==> config.mk <==
export PLATFORM = sky130hd
export DESIGN_NAME = stk_block_mover
export DESIGN_NICKNAME = d
export VERILOG_FILES = /design/src/rtl/stk_pkg.sv /design/src/rtl/stk_seq.sv /design/src/rtl/stk_ptr.sv /design/src/rtl/stk_block_mover.sv
export SDC_FILE = /design/constraint.sdc
export NUM_CORES = 1
export LEC_CHECK = 0
export BUFFER_PORTS_ARGS = -buffer_cell sky130_fd_sc_hd__buf_2
export CAP_MARGIN = 30
export CELL_PAD_IN_SITES_DETAIL_PLACEMENT = 0
export CELL_PAD_IN_SITES_GLOBAL_PLACEMENT = 1
export CORE_MARGIN = 2
export CORE_UTILIZATION = 30
export DETAILED_ROUTE_END_ITERATION = 10
export PLACE_DENSITY_LB_ADDON = 0.25
export SLEW_MARGIN = 25
export SYNTH_ARGS = -nofsm -noshare
export SYNTH_HDL_FRONTEND = slang
export SYNTH_SLANG_ARGS = --single-unit
==> constraint.sdc <==
create_clock -name clk -period 4.3 [get_ports clk]
set_input_delay 0.43 -clock clk [delete_from_list [all_inputs] [get_ports clk]]
set_output_delay 0.43 -clock clk [all_outputs]
set_load 0.1 [all_outputs]
==> src/rtl/stk_pkg.sv <==
// Shared types for the block register save/restore sequencer.
package stk_pkg;
    typedef enum logic [1:0] {
        ST_IDLE = 2'd0,
        ST_LOAD = 2'd1,
        ST_XFER = 2'd2,
        ST_FIN  = 2'd3
    } stk_state_e;
endpackage

==> src/rtl/stk_seq.sv <==
// Sequencer: takes in an instruction, clips its count, steps the register
// index and counts down the remaining transfers.
// Assumes: REG_N == 2**IDX_W, and index REG_N stands for the flags register.
module stk_seq
    import stk_pkg::*;
#(
    parameter int IDX_W = 3,
    parameter int REG_N = 8
) (
    input  logic             clk,
    input  logic             rst_n,
    input  logic             start,
    input  logic             push,
    input  logic [IDX_W-1:0] base_reg,
    input  logic [IDX_W-1:0] count,
    input  logic [IDX_W-1:0] sp_reg,
    output stk_state_e       state,
    output logic [IDX_W:0]   cur_idx,
    output logic             push_q,
    output logic [IDX_W-1:0] sp_sel_q,
    output logic             zero_q
);
    localparam int CW = IDX_W + 1;

    logic [CW-1:0] room;
    logic [CW-1:0] n_eff;
    logic [CW-1:0] left_q;

    // Clip the requested count so that the run stops at the flags index.
    always_comb begin
        room  = CW'(REG_N) - {1'b0, base_reg};
        n_eff = ({1'b0, count} < room) ? {1'b0, count} : room;
    end

    // State, index and remaining-count registers.
    always_ff @(posedge clk) begin
        if (!rst_n) begin
            state    <= ST_IDLE;
            cur_idx  <= '0;
            left_q   <= '0;
            push_q   <= 1'b0;
            sp_sel_q <= '0;
            zero_q   <= 1'b0;
        end else begin
            unique case (state)
                ST_IDLE: if (start) begin
                    push_q   <= push;
                    sp_sel_q <= sp_reg;
                    left_q   <= n_eff;
                    zero_q   <= (n_eff == '0);
                    cur_idx  <= push ? ({1'b0, base_reg} + n_eff)
                                     : ({1'b0, base_reg} + CW'(1));
                    state    <= (n_eff == '0) ? ST_FIN : ST_LOAD;
                end
                ST_LOAD: state <= ST_XFER;
                ST_XFER: begin
                    cur_idx <= push_q ? cur_idx - CW'(1) : cur_idx + CW'(1);
                    left_q  <= left_q - CW'(1);
                    if (left_q == CW'(1)) state <= ST_FIN;
                end
                ST_FIN: state <= ST_IDLE;
                default: state <= ST_IDLE;
            endcase
        end
    end

    // R6: every transfer targets an index in 1..REG_N, so R0 never takes part.
    p_idx_range_r6: assert property (@(posedge clk) disable iff (!rst_n)
        (state == ST_XFER) |-> (cur_idx >= CW'(1) && cur_idx <= CW'(REG_N)));

    // R9: an empty run goes straight to completion.
    p_zero_done_r9: assert property (@(posedge clk) disable iff (!rst_n)
        (state == ST_IDLE && start && n_eff == '0) |=> (state == ST_FIN));

    // R10: once an operation has started, it does not fall back to idle before finishing.
    p_busy_hold_r10: assert property (@(posedge clk) disable iff (!rst_n)
        (state == ST_LOAD || state == ST_XFER) |=> (state != ST_IDLE));
endmodule

==> src/rtl/stk_ptr.sv <==
// Pointer unit: holds the address of the current transfer. A save starts at
// SP and counts down. A restore starts at SP+1 and counts up. It also gives
// the value of SP to write back at the end.
// Assumes: load and step are never high in the same cycle.
module stk_ptr #(
    parameter int DW = 16
) (
    input  logic          clk,
    input  logic          rst_n,
    input  logic          load,
    input  logic          step,
    input  logic          push,
    input  logic [DW-1:0] sp_in,
    output logic [DW-1:0] addr,
    output logic [DW-1:0] sp_final
);
    // Address register: loaded from the pointer register, then stepped once per transfer.
    always_ff @(posedge clk) begin
        if (!rst_n)    addr <= '0;
        else if (load) addr <= push ? sp_in : sp_in + DW'(1);
        else if (step) addr <= push ? addr - DW'(1) : addr + DW'(1);
    end

    // After the last step, a restore's address sits one past the final word.
    always_comb sp_final = push ? addr : addr - DW'(1);

    // R3/R4: each transfer moves the address by exactly one word.
    p_ptr_step_r3: assert property (@(posedge clk) disable iff (!rst_n)
        (step && !load) |=> (addr == $past(addr) + DW'(1)
                          || addr == $past(addr) - DW'(1)));
endmodule

==> src/rtl/stk_block_mover.sv <==
// Top level of the block register save/restore sequencer. Connects the
// sequencer and the pointer unit to a register-file port, a memory port and
// the flags register.
// Assumes: register-file and memory reads are combinational, and the decoder
// only raises start for legal save/restore forms.
module stk_block_mover
    import stk_pkg::*;
#(
    parameter int DW    = 16,
    parameter int IDX_W = 3,
    parameter int REG_N = 8
) (
    input  logic             clk,
    input  logic             rst_n,
    input  logic             start,
    input  logic             push,
    input  logic [IDX_W-1:0] base_reg,
    input  logic [IDX_W-1:0] count,
    input  logic [IDX_W-1:0] sp_reg,
    output logic             busy,
    output logic             done,
    output logic [IDX_W-1:0] rf_raddr,
    input  logic [DW-1:0]    rf_rdata,
    output logic             rf_we,
    output logic [IDX_W-1:0] rf_waddr,
    output logic [DW-1:0]    rf_wdata,
    output logic [DW-1:0]    mem_addr,
    output logic             mem_we,
    output logic             mem_re,
    output logic [DW-1:0]    mem_wdata,
    input  logic [DW-1:0]    mem_rdata,
    input  logic [DW-1:0]    flg_rdata,
    output logic             flg_we,
    output logic [DW-1:0]    flg_wdata
);
    stk_state_e       state;
    logic [IDX_W:0]   cur_idx;
    logic             push_q;
    logic [IDX_W-1:0] sp_sel_q;
    logic             zero_q;
    logic [DW-1:0]    sp_final;
    logic             xfer;
    logic             is_flag;

    stk_seq #(.IDX_W(IDX_W), .REG_N(REG_N)) i_seq (
        .clk(clk), .rst_n(rst_n), .start(start), .push(push),
        .base_reg(base_reg), .count(count), .sp_reg(sp_reg),
        .state(state), .cur_idx(cur_idx), .push_q(push_q),
        .sp_sel_q(sp_sel_q), .zero_q(zero_q)
    );

    stk_ptr #(.DW(DW)) i_ptr (
        .clk(clk), .rst_n(rst_n),
        .load(state == ST_LOAD), .step(state == ST_XFER),
        .push(push_q), .sp_in(rf_rdata),
        .addr(mem_addr), .sp_final(sp_final)
    );

    // Port steering: pointer read, then transfers, then pointer write-back.
    always_comb begin
        xfer      = (state == ST_XFER);
        is_flag   = cur_idx[IDX_W];
        busy      = (state != ST_IDLE);
        done      = (state == ST_FIN);
        rf_raddr  = (state == ST_LOAD) ? sp_sel_q : cur_idx[IDX_W-1:0];
        mem_we    = xfer && push_q;
        mem_re    = xfer && !push_q;
        mem_wdata = is_flag ? flg_rdata : rf_rdata;
        flg_we    = xfer && !push_q && is_flag;
        flg_wdata = mem_rdata;
        rf_we     = (xfer && !push_q && !is_flag) || (done && !zero_q);
        rf_waddr  = done ? sp_sel_q : cur_idx[IDX_W-1:0];
        rf_wdata  = done ? sp_final : mem_rdata;
    end

    // R11: a transfer cycle either reads memory or writes it, never both.
    p_mem_excl_r11: assert property (@(posedge clk) disable iff (!rst_n)
        !(mem_we && mem_re));

    // R11: register 0 is written only as the pointer at completion.
    p_no_r0_data_r11: assert property (@(posedge clk) disable iff (!rst_n)
        (rf_we && !done) |-> (rf_waddr != '0));

    // R2: done lasts a single cycle.
    p_done_pulse_r2: assert property (@(posedge clk) disable iff (!rst_n)
        done |=> !done);

    // R9: an empty run writes nothing at completion.
    p_zero_quiet_r9: assert property (@(posedge clk) disable iff (!rst_n)
        (done && zero_q) |-> !rf_we);
endmodule

==> impl_summary.log <==
INFO  metric cts_num_sinks = 31
INFO  metric timing.critical_path.arrival = 2800 ps
INFO  metric layout_min_cycle_time = roughly 3200 ps
INFO  metric cp_slowest_stage_delay = 670 ps
INFO  metric critical_path_peak_fanout = 12
INFO  metric crit_cells = 6
INFO  metric cts_hold_buffers = 0
INFO  metric timing.final.crit_share = 75.2%
INFO  metric overall_die_width = 114 um
INFO  metric setup_viol = 0
INFO  metric grt_setup_unrepaired = no
INFO  metric top_library_cells_by_usage_in_the_layout_fill_and_taps_aside = 136 x sky130_fd_sc_hd__buf_2, 59 x sky130_fd_sc_hd__nor2_1, 48 x sky130_fd_sc_hd__nand2_1, 34 x sky130_fd_sc_hd__a21oi_1, 31 x sky130_fd_sc_hd__dfxtp_1
INFO  metric sort_of_element_at_the_end_of_the_critical_path = output port
INFO  metric synth_top_flop_cell = sky130_fd_sc_hd__dfxtp_1
INFO  metric share_of_the_yosys_chip_area_belonging_to_registers = about 17%
INFO  metric final_cell_area = between 4000 and 5000 um2
INFO  metric proportion_of_synthesized_flip_flops_having_asynchronous_set_or_reset = 0%
INFO  metric met2WireLength = around 5.1 mm
INFO  metric synthesis.yosys.warnings = 0
INFO  metric synthesis_to_layout_area_growth = 20.2%
INFO  metric postCtsResizedCells = 0
INFO  metric timing_worst_setup_path_type = flop to output port
INFO  metric synth_largest_type_area_fraction = 17.0%
INFO  metric core-area = 12000 um2
INFO  metric hold_path.class = primary input to flop
INFO  metric cpMostUsedCell = sky130_fd_sc_hd__or3_1
INFO  metric vias = 4005
INFO  metric mappedNetlistArea = 3660 um2
INFO  metric layout-drive-gt1-share = 28.8%
INFO  metric routed_wire_length_per_instance = approximately 16 um
INFO  metric routed_wirelength = 11.9 mm
INFO  metric fp.dieH = 114 um
INFO  metric grt_pass1_vias = 3673
INFO  metric maximum_number_of_pins_on_one_net_before_global_route_repair = 34
INFO  metric detailroute.wirelength.met3 = slightly above 800 um
INFO  metric floorplan.die_area = approximately 13000 um2
INFO  metric cts-root-to-sink-buffers = 2
INFO  metric finClkSkew = 5.70 ps
INFO  metric outcome = finished, final reports clean
INFO  metric globalRouteTotalUtil = between 10% and 20%
INFO  metric post_synth_main_area_contributors = sky130_fd_sc_hd__dfxtp_1 17%, sky130_fd_sc_hd__ha_1 6.2%, sky130_fd_sc_hd__nor2_1 6.1%
INFO  metric via_per_inst = 5.30
INFO  metric yosys.cell_types.count = 59
INFO  metric design.final.nets = 688
INFO  metric maxUsedRoutingLayer = met4
INFO  metric maxCapViolCount = 0
INFO  metric placement.io_buffers = ~140
INFO  metric report.final.slew_viol_count = 0
INFO  metric insertedDiodeCount = 0
INFO  metric clock.fmax = 309 MHz
INFO  metric timing.final.hold_violations = 0
INFO  metric synthDominantAreaCellType = sky130_fd_sc_hd__dfxtp_1
INFO  metric dpl_cell_area = 4260 um2
INFO  metric netlist_instances = roughly 520
INFO  metric worst-r2r-cell-count = 5
INFO  metric post-dp-hpwl = 9.03 mm
INFO  metric detail_route.drc_violations = 0
INFO  metric cts_root_buffer = sky130_fd_sc_hd__clkbuf_16
INFO  metric cts_buffers = 5
INFO  metric num_io_pins = between 100 and 150
INFO  metric start_kind = flop
INFO  metric cp_cell_sequence = or3_1 > or3_1 > nor4_2 > xnor2_1 > a21oi_1 > buf_2
INFO  metric initial_core_util = 30.6%
INFO  metric wirelength_met1 = 5.91 mm
INFO  metric max_slew.worst_pin.slew = 908 ps
INFO  metric grt_remaining_overflow = 0
INFO  metric gpl.final_weighted_congestion = 0.881
INFO  metric timing.critical_path.required = 3870 ps
INFO  metric finalSetupTns = 0 ps
INFO  metric ant_nets = 0
INFO  metric synth_enable_flop_cells = 0
INFO  metric htreeDepth = 2
INFO  metric number_of_setup_buffers_added_after_cts = 0
INFO  metric syn_area_per_cell = 7.08 um2
INFO  metric initialDrtViolationCount = between 200 and 250
INFO  metric detail_route.first_pass.iterations = 5
INFO  metric delay_heaviest_family_cp = simple AND/OR/NAND/NOR gates
INFO  metric hold_path_depth = 3
INFO  metric clk-insertion-delay-late = 280 ps
INFO  metric cts.reportedPaths.clkPinSlew = 60 ps
INFO  metric num_rows = 40
INFO  metric number_of_antenna_violations_at_the_first_check_in_global_routing = 0
INFO  metric ys_ff_latch = 31
INFO  metric global_route_wire_length_before_repair = 19.1 mm
INFO  metric most_common_cell_after_layout_fill_and_taps_aside = sky130_fd_sc_hd__buf_2
INFO  metric cts_tree = yes
INFO  metric critical_path.n_buffers_inverters = 1
INFO  metric worst_slew_margin_rel = 39.4%
INFO  metric synth.net_count = between 500 and 600
INFO  metric critPathSlowestCell = sky130_fd_sc_hd__or3_1
sequential cells by signal (all words and copies together) (netlist names):
name and count:
i_seq.zero_q 1, i_seq.cur_idx 4, i_seq.push_q 1, i_seq.left_q 4, i_ptr.addr 16, i_seq.sp_sel_q 3, i_seq.state 2
metrics by stage:
step | hold WS (ps) | worst slack, ps | cells | utilization [%]
floorplan | 442 | 86.8 | 517 | -
global placement | 450 | 969 | 747 | 35.6
detailed placement | 460 | 851 | 747 | 35.6
CTS | 404 | 1090 | 755 | 36.8
global route | 419 | 897 | 755 | 36.8
finish | 402 | 1070 | 755 | 36.8
synth_stat cells, types with 4 or more instances:
master / count
sky130_fd_sc_hd__a211oi_1: 6
sky130_fd_sc_hd__a21oi_1: 34
sky130_fd_sc_hd__a22o_1: 4
sky130_fd_sc_hd__a22oi_1: 8
sky130_fd_sc_hd__a31oi_1: 6
sky130_fd_sc_hd__buf_1: 4
sky130_fd_sc_hd__buf_2: 5
sky130_fd_sc_hd__buf_4: 16
sky130_fd_sc_hd__clkbuf_1: 29
sky130_fd_sc_hd__dfxtp_1: 31
sky130_fd_sc_hd__ha_1: 18
sky130_fd_sc_hd__inv_1: 22
sky130_fd_sc_hd__mux2_2: 17
sky130_fd_sc_hd__nand2_1: 48
sky130_fd_sc_hd__nand2b_1: 13
sky130_fd_sc_hd__nand3_1: 18
sky130_fd_sc_hd__nand4_1: 6
sky130_fd_sc_hd__nand4b_1: 5
sky130_fd_sc_hd__nor2_1: 59
sky130_fd_sc_hd__nor2b_1: 5
sky130_fd_sc_hd__nor3_1: 20
sky130_fd_sc_hd__nor4_1: 12
sky130_fd_sc_hd__o21ai_0: 25
sky130_fd_sc_hd__o31a_1: 5
sky130_fd_sc_hd__o32ai_1: 6
sky130_fd_sc_hd__or3_1: 7
sky130_fd_sc_hd__xnor2_1: 19
sky130_fd_sc_hd__xor2_1: 15
final timing paths:
kind | to | slack (ps) | startpoint
max | rf_wdata[13] | 1070 | i_ptr.addr[2]
min reg2reg | i_seq.sp_sel_q[2] | 460 | i_seq.sp_sel_q[2]
min | i_seq.sp_sel_q[0] | 400 | sp_reg[0]
max reg2reg | i_ptr.addr[13] | 2000 | i_ptr.addr[2]
worst register-to-register path: stages (launching register included):
cell	delay (ps)
sky130_fd_sc_hd__dfxtp_1	430
sky130_fd_sc_hd__or3_1	670
sky130_fd_sc_hd__or3_1	530
sky130_fd_sc_hd__o31a_1	280
sky130_fd_sc_hd__o21ai_1	170
sky130_fd_sc_hd__o211ai_1	100
layout make-up:
| type | instances | area (um2) |
|---|---|---|
| clock buffers | 5 | 125 |
| clock inverters | 3 | 20.0 |
| fillers | 1328 | 7560 |
| inverters | 23 | 86.3 |
| multi-input cells | 407 | 2660 |
| flip-flops and latches | 31 | 621 |
| well taps | 147 | 184 |
| repair buffers | 139 | 703 |
routing by layer:
layer,global-route usage (%),up-vias
li1,-,2018
met1,26.4,1822
met2,28.4,163
met3,2.28,2
met4,3.50,0
met5,0,-
kinds of logic after synthesis:
logic type	share of synthesized area, %
AO/OA/AOI/OAI	22.3
XOR/XNOR	8.14
adder cells (fa/ha/maj)	7.25
buffers and inverters	10.3
flip-flops	17.0
multiplexers	5.78
AND/OR/NAND/NOR	29.3
Power is not shown: default switching activity piles up to over one toggle a cycle in this logic, so the estimate is an artifact.
